--- src/rtl/nand_eng_pkg.sv ---
`timescale 1ns/1ps
package nand_eng_pkg;
    typedef enum logic [2:0] {
        OP_CMD  = 3'd0,
        OP_ADR  = 3'd1,
        OP_DIN  = 3'd2,
        OP_DOUT = 3'd3,
        OP_ID   = 3'd4,
        OP_STAT = 3'd5
    } op_e;

    typedef enum logic [2:0] {
        S_IDLE, S_SETUP, S_LOW, S_HIGH, S_WAIT_RB, S_DONE
    } state_e;

    localparam int NUM_OPS = 6;

    localparam logic [2:0] A_CMD  = 3'd0;
    localparam logic [2:0] A_ADR  = 3'd1;
    localparam logic [2:0] A_BUF  = 3'd2;
    localparam logic [2:0] A_TRIG = 3'd3;
    localparam logic [2:0] A_CFG  = 3'd4;
    localparam logic [2:0] A_RX   = 3'd5;
endpackage

--- src/rtl/nand_eng_regs.sv ---
`timescale 1ns/1ps
module nand_eng_regs
    import nand_eng_pkg::*;
#(
    parameter int SRST_CLKS = 4
) (
    input  logic                clk,
    input  logic                rst_n,
    input  logic                reg_wr,
    input  logic [2:0]          reg_addr,
    input  logic [15:0]         reg_wdata,
    input  logic                busy_i,
    input  logic                op_done_i,
    output logic [15:0]         cmd_q,
    output logic [15:0]         adr_q,
    output logic [1:0]          cs_q,
    output logic [2:0]          idx_q,
    output logic [7:0]          cfg_q,
    output logic [NUM_OPS-1:0]  ops_q,
    output logic                done_q,
    output logic                start_o,
    output op_e                 op_o,
    output logic                clr_o
);
    localparam int SW = $clog2(SRST_CLKS + 1);

    logic              acc;
    logic [SW-1:0]     srst_cnt;
    logic [NUM_OPS-1:0] sel_hot;
    logic              found;

    assign acc     = reg_wr && !busy_i && !cfg_q[6];
    assign start_o = acc && (reg_addr == A_TRIG) && (|reg_wdata[NUM_OPS-1:0]);
    assign clr_o   = cfg_q[6];

    // lowest set request bit wins
    always_comb begin
        sel_hot = '0;
        op_o    = OP_CMD;
        found   = 1'b0;
        for (int i = 0; i < NUM_OPS; i++) begin
            if (reg_wdata[i] && !found) begin
                sel_hot[i] = 1'b1;
                op_o       = op_e'(i[2:0]);
                found      = 1'b1;
            end
        end
    end

    always_ff @(posedge clk or negedge rst_n) begin
        if (!rst_n) begin
            cmd_q    <= '0;
            adr_q    <= '0;
            cs_q     <= '0;
            idx_q    <= '0;
            cfg_q    <= '0;
            ops_q    <= '0;
            done_q   <= 1'b0;
            srst_cnt <= '0;
        end else begin
            if (acc) begin
                case (reg_addr)
                    A_CMD: cmd_q <= reg_wdata;
                    A_ADR: adr_q <= reg_wdata;
                    A_BUF: begin
                        cs_q  <= reg_wdata[6:5];
                        idx_q <= reg_wdata[2:0];
                    end
                    A_CFG: cfg_q <= reg_wdata[7:0];
                    A_TRIG: done_q <= done_q & reg_wdata[15];
                    default: ;
                endcase
            end else if (reg_wr && reg_addr == A_CFG && reg_wdata[6]) begin
                cfg_q[6] <= 1'b1;
            end
            if (start_o) ops_q <= sel_hot;
            if (op_done_i) begin
                done_q <= 1'b1;
                ops_q  <= '0;
            end
            if (cfg_q[6]) begin
                ops_q    <= '0;
                done_q   <= 1'b0;
                srst_cnt <= srst_cnt + 1'b1;
                if (srst_cnt == SW'(SRST_CLKS - 1)) begin
                    cfg_q[6] <= 1'b0;
                    srst_cnt <= '0;
                end
            end
        end
    end


    regs_frozen_chk: assert property (@(posedge clk) disable iff (!rst_n)
        busy_i |=> ($stable(cmd_q) && $stable(adr_q) && $stable(idx_q)));


    flag_on_done_chk: assert property (@(posedge clk) disable iff (!rst_n)
        op_done_i |=> (done_q && ops_q == '0));


    srst_clean_chk: assert property (@(posedge clk) disable iff (!rst_n)
        $fell(cfg_q[6]) |-> (!done_q && ops_q == '0));
endmodule

--- src/rtl/nand_eng_fsm.sv ---
`timescale 1ns/1ps
module nand_eng_fsm
    import nand_eng_pkg::*;
#(
    parameter int PAGE_BYTES  = 8,
    parameter int ID_BYTES    = 4,
    parameter int STROBE_CLKS = 3,
    parameter int TWB_CLKS    = 2
) (
    input  logic       clk,
    input  logic       rst_n,
    input  logic       clr,
    input  logic       start,
    input  op_e        op_in,
    input  logic [7:0] cmd_byte,
    input  logic [7:0] adr_byte,
    input  logic [2:0] buf_idx,
    input  logic       rb_n,
    input  logic [7:0] dq_i,
    output logic       cle,
    output logic       ale,
    output logic       we_n,
    output logic       re_n,
    output logic       dq_oe,
    output logic [7:0] dq_o,
    output logic       busy,
    output logic       op_done,
    output logic [7:0] rx_byte
);
    localparam int MAXB = (PAGE_BYTES > ID_BYTES) ? PAGE_BYTES : ID_BYTES;
    localparam int CW   = $clog2(MAXB + 1);
    localparam int MAXT = (STROBE_CLKS > TWB_CLKS) ? STROBE_CLKS : TWB_CLKS;
    localparam int TW   = $clog2(MAXT + 1) + 1;

    state_e        state_q;
    op_e           op_q;
    logic [CW-1:0] byte_q;
    logic [TW-1:0] tim_q;
    logic          rb_meta, rb_q;
    logic          is_read, needs_wait, last_byte, active;
    logic [CW-1:0] nbytes;

    always_comb begin
        unique case (op_q)
            OP_DIN, OP_DOUT: nbytes = CW'(PAGE_BYTES);
            OP_ID:           nbytes = CW'(ID_BYTES);
            default:         nbytes = CW'(1);
        endcase
    end

    assign is_read    = (op_q == OP_DOUT) || (op_q == OP_ID) || (op_q == OP_STAT);
    assign needs_wait = (op_q == OP_CMD) || (op_q == OP_DIN) || (op_q == OP_DOUT);
    assign last_byte  = (byte_q == nbytes - 1'b1);

    always_ff @(posedge clk or negedge rst_n) begin
        if (!rst_n) begin
            rb_meta <= 1'b1;
            rb_q    <= 1'b1;
        end else begin
            rb_meta <= rb_n;
            rb_q    <= rb_meta;
        end
    end

    // state register and counters
    always_ff @(posedge clk or negedge rst_n) begin
        if (!rst_n) begin
            state_q <= S_IDLE;
            op_q    <= OP_CMD;
            byte_q  <= '0;
            tim_q   <= '0;
            rx_byte <= '0;
        end else if (clr) begin
            state_q <= S_IDLE;
            byte_q  <= '0;
            tim_q   <= '0;
        end else begin
            unique case (state_q)
                S_IDLE: if (start) begin
                    op_q    <= op_in;
                    byte_q  <= '0;
                    state_q <= S_SETUP;
                end
                S_SETUP: begin
                    tim_q   <= '0;
                    state_q <= S_LOW;
                end
                S_LOW: begin
                    if (tim_q == TW'(STROBE_CLKS - 1)) begin
                        if (is_read) rx_byte <= dq_i;
                        state_q <= S_HIGH;
                    end else begin
                        tim_q <= tim_q + 1'b1;
                    end
                end
                S_HIGH: begin
                    if (last_byte) begin
                        tim_q   <= '0;
                        state_q <= needs_wait ? S_WAIT_RB : S_DONE;
                    end else begin
                        byte_q  <= byte_q + 1'b1;
                        state_q <= S_SETUP;
                    end
                end
                S_WAIT_RB: begin
                    if (tim_q < TW'(TWB_CLKS)) tim_q <= tim_q + 1'b1;
                    else if (rb_q)             state_q <= S_DONE;
                end
                S_DONE: state_q <= S_IDLE;
                default: state_q <= S_IDLE;
            endcase
        end
    end

    // outputs
    always_comb begin
        active  = (state_q == S_SETUP) || (state_q == S_LOW) || (state_q == S_HIGH);
        cle     = active && (op_q == OP_CMD);
        ale     = active && (op_q == OP_ADR);
        dq_oe   = active && !is_read;
        we_n    = !((state_q == S_LOW) && !is_read);
        re_n    = !((state_q == S_LOW) && is_read);
        busy    = (state_q != S_IDLE);
        op_done = (state_q == S_DONE);
        unique case (op_q)
            OP_CMD:  dq_o = cmd_byte;
            OP_ADR:  dq_o = adr_byte;
            OP_DIN:  dq_o = {buf_idx, 5'(byte_q)};
            default: dq_o = 8'h00;
        endcase
    end

    // strobe width monitor
    logic [TW:0] low_run;
    always_ff @(posedge clk or negedge rst_n) begin
        if (!rst_n)                low_run <= '0;
        else if (!we_n || !re_n)   low_run <= low_run + 1'b1;
        else                       low_run <= '0;
    end


    strobe_width_chk: assert property (@(posedge clk) disable iff (!rst_n)
        ($rose(we_n) || $rose(re_n)) |-> (low_run == (TW+1)'(STROBE_CLKS)));


    latch_excl_chk: assert property (@(posedge clk) disable iff (!rst_n)
        $onehot0({cle, ale}));


    strobe_excl_chk: assert property (@(posedge clk) disable iff (!rst_n)
        (we_n || re_n));


    rb_hold_chk: assert property (@(posedge clk) disable iff (!rst_n || clr)
        (state_q == S_WAIT_RB && !rb_q) |=> (state_q != S_DONE));
endmodule

--- src/rtl/nand_op_engine.sv ---
`timescale 1ns/1ps
module nand_op_engine
    import nand_eng_pkg::*;
#(
    parameter int PAGE_BYTES  = 8,
    parameter int ID_BYTES    = 4,
    parameter int STROBE_CLKS = 3,
    parameter int TWB_CLKS    = 2,
    parameter int SRST_CLKS   = 4
) (
    input  logic        clk,
    input  logic        rst_n,
    input  logic        reg_wr,
    input  logic [2:0]  reg_addr,
    input  logic [15:0] reg_wdata,
    output logic [15:0] reg_rdata,
    output logic        irq,
    output logic        nf_ce_n,
    output logic [1:0]  nf_cs,
    output logic        nf_cle,
    output logic        nf_ale,
    output logic        nf_we_n,
    output logic        nf_re_n,
    output logic [7:0]  nf_dq_o,
    output logic        nf_dq_oe,
    input  logic [7:0]  nf_dq_i,
    input  logic        nf_rb_n
);
    logic [15:0]        cmd_q, adr_q;
    logic [1:0]         cs_q;
    logic [2:0]         idx_q;
    logic [7:0]         cfg_q;
    logic [NUM_OPS-1:0] ops_q;
    logic               done_q, start, clr, busy, op_done;
    op_e                op_sel;
    logic [7:0]         rx_byte;

    nand_eng_regs #(.SRST_CLKS(SRST_CLKS)) u_regs (
        .clk(clk), .rst_n(rst_n), .reg_wr(reg_wr), .reg_addr(reg_addr),
        .reg_wdata(reg_wdata), .busy_i(busy), .op_done_i(op_done),
        .cmd_q(cmd_q), .adr_q(adr_q), .cs_q(cs_q), .idx_q(idx_q),
        .cfg_q(cfg_q), .ops_q(ops_q), .done_q(done_q),
        .start_o(start), .op_o(op_sel), .clr_o(clr)
    );

    nand_eng_fsm #(
        .PAGE_BYTES(PAGE_BYTES), .ID_BYTES(ID_BYTES),
        .STROBE_CLKS(STROBE_CLKS), .TWB_CLKS(TWB_CLKS)
    ) u_fsm (
        .clk(clk), .rst_n(rst_n), .clr(clr), .start(start), .op_in(op_sel),
        .cmd_byte(cmd_q[7:0]), .adr_byte(adr_q[7:0]), .buf_idx(idx_q),
        .rb_n(nf_rb_n), .dq_i(nf_dq_i),
        .cle(nf_cle), .ale(nf_ale), .we_n(nf_we_n), .re_n(nf_re_n),
        .dq_oe(nf_dq_oe), .dq_o(nf_dq_o), .busy(busy), .op_done(op_done),
        .rx_byte(rx_byte)
    );

    assign irq     = done_q && !cfg_q[4];
    assign nf_ce_n = !cfg_q[7];
    assign nf_cs   = cs_q;

    always_comb begin
        unique case (reg_addr)
            A_CMD:   reg_rdata = cmd_q;
            A_ADR:   reg_rdata = adr_q;
            A_BUF:   reg_rdata = {9'd0, cs_q, 2'd0, idx_q};
            A_TRIG:  reg_rdata = {done_q, 9'd0, ops_q};
            A_CFG:   reg_rdata = {8'd0, cfg_q};
            A_RX:    reg_rdata = {8'd0, rx_byte};
            default: reg_rdata = 16'd0;
        endcase
    end
endmodule

--- config.mk ---
export PLATFORM = sky130hd
export DESIGN_NAME = nand_op_engine
export DESIGN_NICKNAME = d
export VERILOG_FILES = /design/src/rtl/nand_eng_pkg.sv /design/src/rtl/nand_eng_regs.sv /design/src/rtl/nand_eng_fsm.sv /design/src/rtl/nand_op_engine.sv
export SDC_FILE = /design/constraint.sdc
export NUM_CORES = 1
export LEC_CHECK = 0
export BUFFER_PORTS_ARGS = -buffer_cell sky130_fd_sc_hd__buf_2
export CAP_MARGIN = 10
export CORE_ASPECT_RATIO = 1.5
export CORE_MARGIN = 2
export CORE_UTILIZATION = 55
export CTS_CLUSTER_SIZE = 40
export DETAILED_ROUTE_END_ITERATION = 16
export GPL_TIMING_DRIVEN = 1
export PLACE_DENSITY_LB_ADDON = 0.1
export RECOVER_POWER = 50
export REMOVE_ABC_BUFFERS = 1
export SETUP_SLACK_MARGIN = 0.5
export SLEW_MARGIN = 20
export SYNTH_ARGS = -nofsm -noshare
export SYNTH_HDL_FRONTEND = slang
export SYNTH_SLANG_ARGS = --single-unit
--- constraint.sdc ---
create_clock -name clk -period 2.7 [get_ports clk]
set_input_delay 0.27 -clock clk [delete_from_list [all_inputs] [get_ports clk]]
set_output_delay 0.27 -clock clk [all_outputs]
set_load 0.05 [all_outputs]
==> summary.txt, run 1 <==
Run status
  • Status: finished, violations left
  • Failing checks: max-capacitance violations, max-slew violations

GRT
  • Initial antenna violation count: 0
  • Pin count of the biggest net entering global routing: 79
  • Gr busiest metal: met2
  • Global-route usage over all layers: 25.33%
  • Met2 GRT Util: 40.12%
  • Vias in the first global route: 3186
  • Met1 Resource Use GR: 32.46%
  • Grt total ovfl: 0
  • First-pass GRT wire length: 15.80 mm
  • Met3 GRT Util: 6.636%

Clock tree
  • Root Driver: clkbuf_16
  • # H-tree levels: 3
  • Latest clock arrival within the worst-skew pair: 0.34 ns
  • CTS tree: done
  • Inserted Clock Buffers: 9
  • Clock tree sinks: 78
  • Cts hold-fix bufs: 0
  • Clk slew on worst S/H paths: 0.06 ns
  • Buffer depth of the longest clock path: 2

STA
  • Setup TNS: 0 ns
  • Setup violations, final: 0
  • Hold slack: 0.03072 ns
  • Worst-margin pin slew: 1.955 ns
  • Final Cycle Share: 82.02%
  • Fin crit period: 2.215 ns
  • Slew Viols, Final: 79
  • Final Hold Fails: 0
  • Rel. slew slack: -30.30%
  • Fmax: 0.4516 GHz
  • Clock skew: 0.005348 ns
  • RSZ-0062 raised after global routing: true

Floorplanning
  • Core area: 7515 um2
  • IO Pins: 64
  • Die Ht: 111.0 um
  • Total die area: 8369 um2
  • Rows: 39
  • Die width: 75.37 um
  • Starting Density: 55.91%

Place
  • Area after DPL: 4587 um2
  • Hpwl dp: 7.019 mm
  • Gpl congestion: 0.8504
  • Port bufs: 63

Yosys
  • Synth cell types: 52
  • Most common cell in the netlist: dfrtp_1
  • Synthesized area: 4202 um2
  • Largest cells by area after synthesis: dfrtp_1 45%, mux2_2 14%, mux2i_1 5.0%
  • Synthesized instance count: 382
  • Leading area contributor after synthesis: dfrtp_1
  • Yosys reg bits: 78
  • Main flop type after synthesis: dfrtp_1
  • Yosys Warn Count: 0
  • Post-synth top area share: 45.27%
  • Sequential share of the synthesized area: 46.52%
  • Avg Inst Size Synth: 11.00 um2
  • Ys async rst share: 100.0%
  • Synth cell count leaders: 76 x dfrtp_1, 54 x mux2_2, 49 x nor2_1
  • EDFF count, synth: 0

Critical path
  • Critical path required time: 2.43 ns
  • Crit-path max cell delay: 0.63 ns
  • Worst reg2reg startpoint: u_fsm.op_q[0]
  • Crit path kind: in2out
  • Worst EP arrival: 1.94 ns
  • Startpoint types: primary input
  • Cell Chain, Critical Path: clkbuf_1 -> mux4_2 -> a22o_1 -> buf_2
  • Crit Path Max Fanout: 17
  • CP Launch Point: reg_addr[1]
  • CP Capture Type: output pin
  • Slowest-stage cell, CP: clkbuf_1

Cells and area
  • Area of the multi-input gates: 2086 um2
  • Fillers: 650
  • Diode count: 0
  • Nets: 481
  • Layout cells sized above 1: 36.36%
  • Storage cell area: 1959 um2
  • Syn-to-layout area delta: 17.66%
  • Final instance area: 4943 um2

Drt
  • DRC: 0
  • Final wirelength: 9.961 mm
  • Starting DRC count in detailed routing: 204
  • Antenna-violating nets left: 0
  • Vias: 3234
  • DR WL/cell: 18.01 um
  • Pre-antenna DRT Iters: 4
  • Vias/cell: 5.848

Job
  • Max Cap Viol: 1

Power and ir drop
  • Static Leak: 2.292 nW
  • PwrDens: 1190 nW/um2
  • Peak supply drop: 0.6916 mV

Hold path
  • Hold wc startpoint: nf_rb_n
  • Min-Delay Path Class: in2reg
cell type report:
class	count	share of cell area, %
clock inverters	4	1.417
multi-input cells	272	42.19
inverters	9	0.6834
repair buffers	76	8.504
well taps	102	2.582
clock buffers	12	4.986
flip-flops and latches	78	39.64
sequential cells by signal, indices dropped and copies added, names as in the netlist:
register and flops:
u_regs.ops_q 6, u_regs.idx_q 3, u_regs.cmd_q 16, u_regs.cfg_q 8, u_regs.srst_cnt 3, u_regs.cs_q 2
u_fsm.state_q 3, u_fsm.op_q 3, u_fsm.rx_byte 8, u_regs.done_q 1, u_regs.adr_q 16, u_fsm.rb_meta 1
u_fsm.byte_q 4, u_fsm.rb_q 1, u_fsm.tim_q 3
report_power, final:
part           internal, W  switching [W]  total (W)
logic             0.000985        0.00161    0.00259
clock network     0.000832       0.000453    0.00128
registers          0.00165       0.000362    0.00201
final timing paths:
| kind | endpoint | slack [ns] | cells past startpoint |
|---|---|---|---|
| setup / recovery | reg_rdata[5] | 0.49 | 4 |
| hold / removal | u_fsm.rb_meta | 0.03 | 1 |
| hold reg to reg | u_fsm.rb_q | 0.36 | 0 |
| max in group asynchronous | u_fsm.state_q[0] | 0.92 | 1 |
| min in group asynchronous | u_fsm.byte_q[2] | 0.47 | 1 |
| setup reg to reg | u_fsm.tim_q[0] | 0.67 | 5 |
cell families (layout without fill, tap and decap cells):
kind of cell / after synthesis / count (layout) / share of synthesized area [%]
multiplexers: 83 / 83 / 22.69
XOR/XNOR: 1 / 1 / 0.2085
adder cells (fa/ha/maj): 4 / 4 / 1.191
flip-flops: 78 / 78 / 46.52
AND/OR/NAND/NOR: 111 / 111 / 13.37
buffers and inverters: 32 / 101 / 3.782
AO/OA/AOI/OAI: 73 / 73 / 12.24
cells in the final DEF (no fill, tap or decap), types with 11 or more instances in the layout:
master / n
a21oi_1: 20
nand2_1: 17
buf_2: 55
nor2_1: 48
mux2i_1: 21
dfrtp_1: 72
buf_4: 11
o21ai_0: 12
mux2_2: 54
per-stage QoR:
stage               setup WS [ns]  utilization, %  total power [W]  instances
floorplan                  0.3217               -         0.003898        359
global placement           0.6047           61.04         0.004506        531
detailed placement         0.5235           61.04         0.004571        531
CTS                        0.5142           65.33         0.005880        547
global route               0.3426           65.78         0.006235        553
finish                     0.4855           65.78         0.005883        553
what timing repair did:
| item | in CTS | in global routing |
|---|---|---|
| setup endpoints to repair | 9 | 18 |
| setup buffers | 0 | 6 |
| gates resized for setup | 4 | 4 |
routing by layer:
layer | vias up | share of wire [%]
li1 | 1499 | -
met1 | 1639 | 40
met2 | 77 | 53
met3 | 19 | 4.0
met4 | 0 | 2.7
met5 | - | 0
critical path: cells and delay by family:
family,cells,cell delay (ns)
buffers and inverters,2,0.83
multiplexers,1,0.61
AO/OA/AOI/OAI,1,0.23
Note: power is estimated with default switching activity, not from simulation.
==> run 2, diff against run 1 <==
--- a/config.mk
+++ b/config.mk
@@ -5,11 +5,12 @@
 export SDC_FILE = /design/constraint.sdc
 export NUM_CORES = 1
 export LEC_CHECK = 0
+export ABC_AREA = 1
 export BUFFER_PORTS_ARGS = -buffer_cell sky130_fd_sc_hd__buf_2
 export CAP_MARGIN = 10
 export CORE_ASPECT_RATIO = 1.5
 export CORE_MARGIN = 2
-export CORE_UTILIZATION = 55
+export CORE_UTILIZATION = 51
 export CTS_CLUSTER_SIZE = 40
 export DETAILED_ROUTE_END_ITERATION = 16
 export GPL_TIMING_DRIVEN = 1
==> constraint.sdc (replaced) <==
create_clock -name clk -period 2 [get_ports clk]
set_input_delay 0.2 -clock clk [delete_from_list [all_inputs] [get_ports clk]]
set_output_delay 0.2 -clock clk [all_outputs]
set_load 0.05 [all_outputs]
==> summary.txt, run 2 <==
Run status
  • Status: finished, final reports clean (was finished, violations left)

Clock tree
  • CTS tree: done (unchanged)
  • Clock tree sinks: 78 (unchanged)
  • Clk slew on worst S/H paths: 0.06 ns (about the same)
  • Root Driver: clkbuf_16 (unchanged)
  • # H-tree levels: 3 (unchanged)
  • Latest clock arrival within the worst-skew pair: 0.34 ns (about the same)
  • Inserted Clock Buffers: 9 (unchanged)
  • Buffer depth of the longest clock path: 2 (unchanged)

Critical path
  • Crit path kind: reg2reg (was in2out)
  • RR Endpoint: u_fsm.op_q[2] (was u_fsm.tim_q[0])
  • Worst reg2reg startpoint: u_regs.cfg_q[6] (was u_fsm.op_q[0])
  • CP Capture Type: flop (was output pin)
  • Critical path required time: 2.24 ns (was 2.43 ns)
  • Reg2Reg Depth: 8 (was 5)
  • R2R setup slack: 0.16 ns (was 0.67 ns)
  • Startpoint types: flop (was primary input)
  • Crit Path Max Fanout: 8 (was 17)
  • Worst EP arrival: 2.08 ns (was 1.94 ns)

Cells and area
  • Nets: 674 (was 481)
  • Top flop regs: u_regs.adr_q x16, u_regs.cmd_q x16 (unchanged)
  • Syn-to-layout area delta: 53.07% (was 17.66%)
  • Layout cells sized above 1: 42.92% (was 36.36%)
  • Most frequent cells in the layout: 97 x nand2_1, 71 x dfrtp_1, 52 x inv_1, 43 x buf_4, 33 x buf_6 (was 72 x dfrtp_1, 55 x buf_2, 54 x mux2_2, 48 x nor2_1, 21 x mux2i_1)
  • Most common cell after layout, fill and taps aside: nand2_1 (was dfrtp_1)
  • Diode count: 0 (unchanged)
  • Layout Utilization: 80.74% (was 65.78%)

Yosys
  • Synth cell count leaders: 130 x nand2_1, 76 x dfrtp_1, 72 x inv_1 (was 76 x dfrtp_1, 54 x mux2_2, 49 x nor2_1)
  • Synth Area in XOR/XNOR: 0.4363% (was 0.2085%)
  • Adder-cell share of the synthesized area: 1.246% (was 1.191%)
  • Largest cells by area after synthesis: dfrtp_1 47%, nand2_1 12%, o21ai_0 7.6% (was dfrtp_1 45%, mux2_2 14%, mux2i_1 5.0%)
  • Most common cell in the netlist: nand2_1 (was dfrtp_1)
  • EDFF count, synth: 0 (unchanged)
  • Synth cell types: 34 (was 52)
  • Synthesized instance count: 503 (was 382)
  • Main flop type after synthesis: dfrtp_1 (unchanged)
  • Ys async rst share: 100.0% (unchanged)
  • Largest family of logic cells by synthesized area: simple AND/OR/NAND/NOR gates (was multiplexers)
  • Simple-gate share of the synthesized area: 24.93% (was 13.37%)
  • Post-synth top area share: 47.37% (was 45.27%)
  • Leading area contributor after synthesis: dfrtp_1 (unchanged)
  • Yosys reg bits: 78 (unchanged)
  • Yosys Warn Count: 0 (unchanged)
  • Sequential share of the synthesized area: 48.68% (was 46.52%)
  • Avg Inst Size Synth: 7.982 um2 (was 11.00 um2)
  • Compound-Gate Fraction of Synth Area: 15.89% (was 12.24%)
  • Synthesized area: 4015 um2 (was 4202 um2)
  • Mux contribution to synthesized area: 0% (was 22.69%)

STA
  • Hold slack: 0.08090 ns (was 0.03072 ns)
  • Setup violations, final: 0 (unchanged)
  • Fin crit period: 1.843 ns
  • Worst-margin pin slew: 0.9907 ns (was 1.955 ns)
  • Clock skew: 0.006768 ns (was 0.005348 ns)
  • Slew Viols, Final: 0 (was 79)
  • Fmax: 0.5426 GHz
  • RSZ-0062 raised after global routing: true (unchanged)
  • Rel. slew slack: 33.96% (was -30.30%)
  • Final Hold Fails: 0 (unchanged)
  • Final Cycle Share: 92.15%

Floorplanning
  • Total die area: 8613 um2 (was 8369 um2)
  • Starting Density: 52.74% (was 55.91%)
  • IO Pins: 64 (unchanged)
  • Die width: 76.45 um (was 75.37 um)
  • Rows: 39 (unchanged)
  • Die Ht: 112.7 um (was 111.0 um)
  • Core area: 7612 um2 (was 7515 um2)

Power and ir drop
  • PwrDens: 1670 nW/um2 (was 1190 nW/um2)
  • Static Leak: 2.970 nW (was 2.292 nW)
  • Net Switching: 0.004854 W (was 0.002421 W)
  • Peak supply drop: 1.122 mV (was 0.6916 mV)
  • Comb power frac: 58.6% (was 44.1%)
  • Clk network pwr share: 14.9% (was 21.8%)
  • Reg power frac: 26.4% (was 34.1%)
  • P_int: 0.005409 W (was 0.003462 W)
  • Switching Fraction: 47.30% (was 41.16%)
  • Overall power: 0.01026 W (was 0.005883 W)

GRT
  • Met3 GRT Util: 6.270% (was 6.636%)
  • Grt total ovfl: 0 (unchanged)
  • Met2 GRT Util: 53.75% (was 40.12%)
  • Met1 Resource Use GR: 33.90% (was 32.46%)
  • Global-route usage over all layers: 30.65% (was 25.33%)
  • Initial antenna violation count: 0 (unchanged)
  • Gr busiest metal: met2 (unchanged)
  • First-pass GRT wire length: 20.24 mm (was 15.80 mm)
  • Pin count of the biggest net entering global routing: 44 (was 79)
  • Vias in the first global route: 4077 (was 3186)

Drt
  • Pre-antenna DRT Iters: 7 (was 4)
  • DRC: 0 (unchanged)
  • Vias: 4343 (was 3234)
  • DR WL/cell: 19.89 um (was 18.01 um)
  • Starting DRC count in detailed routing: 361 (was 204)
  • Final wirelength: 14.82 mm (was 9.961 mm)
  • Vias/cell: 5.830 (was 5.848)
  • Antenna-violating nets left: 0 (unchanged)

Place
  • Hpwl dp: 7.681 mm (was 7.019 mm)
  • Port bufs: 63 (unchanged)
  • Gpl congestion: 0.8713 (was 0.8504)

Job
  • Max Cap Viol: 0 (was 1)

Hold path
  • Hold wc startpoint: reg_wdata[11] (was nf_rb_n)
  • Min-Delay Path Class: in2reg (unchanged)
  • Hold depth: 3 (was 1)
  • WHS Endpoint: u_regs.cmd_q[11] (was u_fsm.rb_meta)
run 2: repair_timing:
action | CTS | global route
hold buffers | 2 | 0
setup buffers | 33 | 22
resized for setup | 161 | 129
setup endpoints to repair | 91 | 97
endpoints found under the hold margin | 34 | 0
cloned | 6 | 2
pin swaps | 17 | 38
run 2: routing by layer:
| metal | share of wire (%) | vias to the layer above |
|---|---|---|
| met5 | 0 | - |
| met4 | 6.5 | 0 |
| met3 | 5.8 | 67 |
| met2 | 53 | 230 |
| met1 | 35 | 2109 |
| li1 | - | 1937 |
run 2: critical path: stages (launching register included):
cell	delay, ns
dfrtp_1	0.38
inv_2	0.07
buf_4	0.14
clkbuf_1	0.32
nand2_2	0.18
nor2_4	0.26
buf_6	0.14
nor2_2	0.04
a31oi_1	0.21
run 2: worst max path at each step:
stage / startpoint / to / slack (ns) / cells past startpoint
floorplan: u_fsm.op_q[1] / nf_dq_o[3] / -0.06 / 3
global placement: reg_addr[0] / reg_rdata[3] / 0.28 / 7
detailed placement: reg_addr[0] / reg_rdata[3] / 0.26 / 7
CTS: u_fsm.op_q[2] / nf_dq_o[5] / 0.22 / 6
global route: u_regs.cfg_q[6] / u_fsm.op_q[2] / 0.06 / 8
finish: u_regs.cfg_q[6] / u_fsm.op_q[2] / 0.16 / 8
run 2: power groups by stage:
stage               Clock [W]  Sequential [W]  Combinational (W)
finish                0.00153         0.00271            0.00602
global route          0.00161         0.00277            0.00634
CTS                   0.00152         0.00264            0.00509
detailed placement          0         0.00261            0.00373
global placement            0         0.00259            0.00369
floorplan                   0         0.00261            0.00271
run 2: cell type report:
cell class	instances	area, um2
clock inverter	1	5.005
sequential	78	1961
multi-input combinational	342	2293
tap	102	127.6
timing repair buffer	133	1189
fill	468	1466
clock buffer	14	264.0
inverter	75	306.5
run 2: kinds of logic after synthesis:
| family | count (synthesis) |
|---|---|
| flip-flops | 78 |
| AND/OR/NAND/NOR | 221 |
| buffers and inverters | 87 |
| AO/OA/AOI/OAI | 111 |
| XOR/XNOR | 2 |
| adder cells (fa/ha/maj) | 4 |
run 2: metrics by stage:
stage | TNS, ns | cells | instance area, um2 | setup slack [ns]
finish | 0 | 745 | 6146 | 0.1570
global route | 0 | 745 | 6146 | 0.05805
CTS | 0 | 721 | 5627 | 0.2188
detailed placement | 0 | 665 | 4481 | 0.2643
global placement | 0 | 665 | 4481 | 0.2799
floorplan | -0.05518 | 491 | 3943 | -0.05518
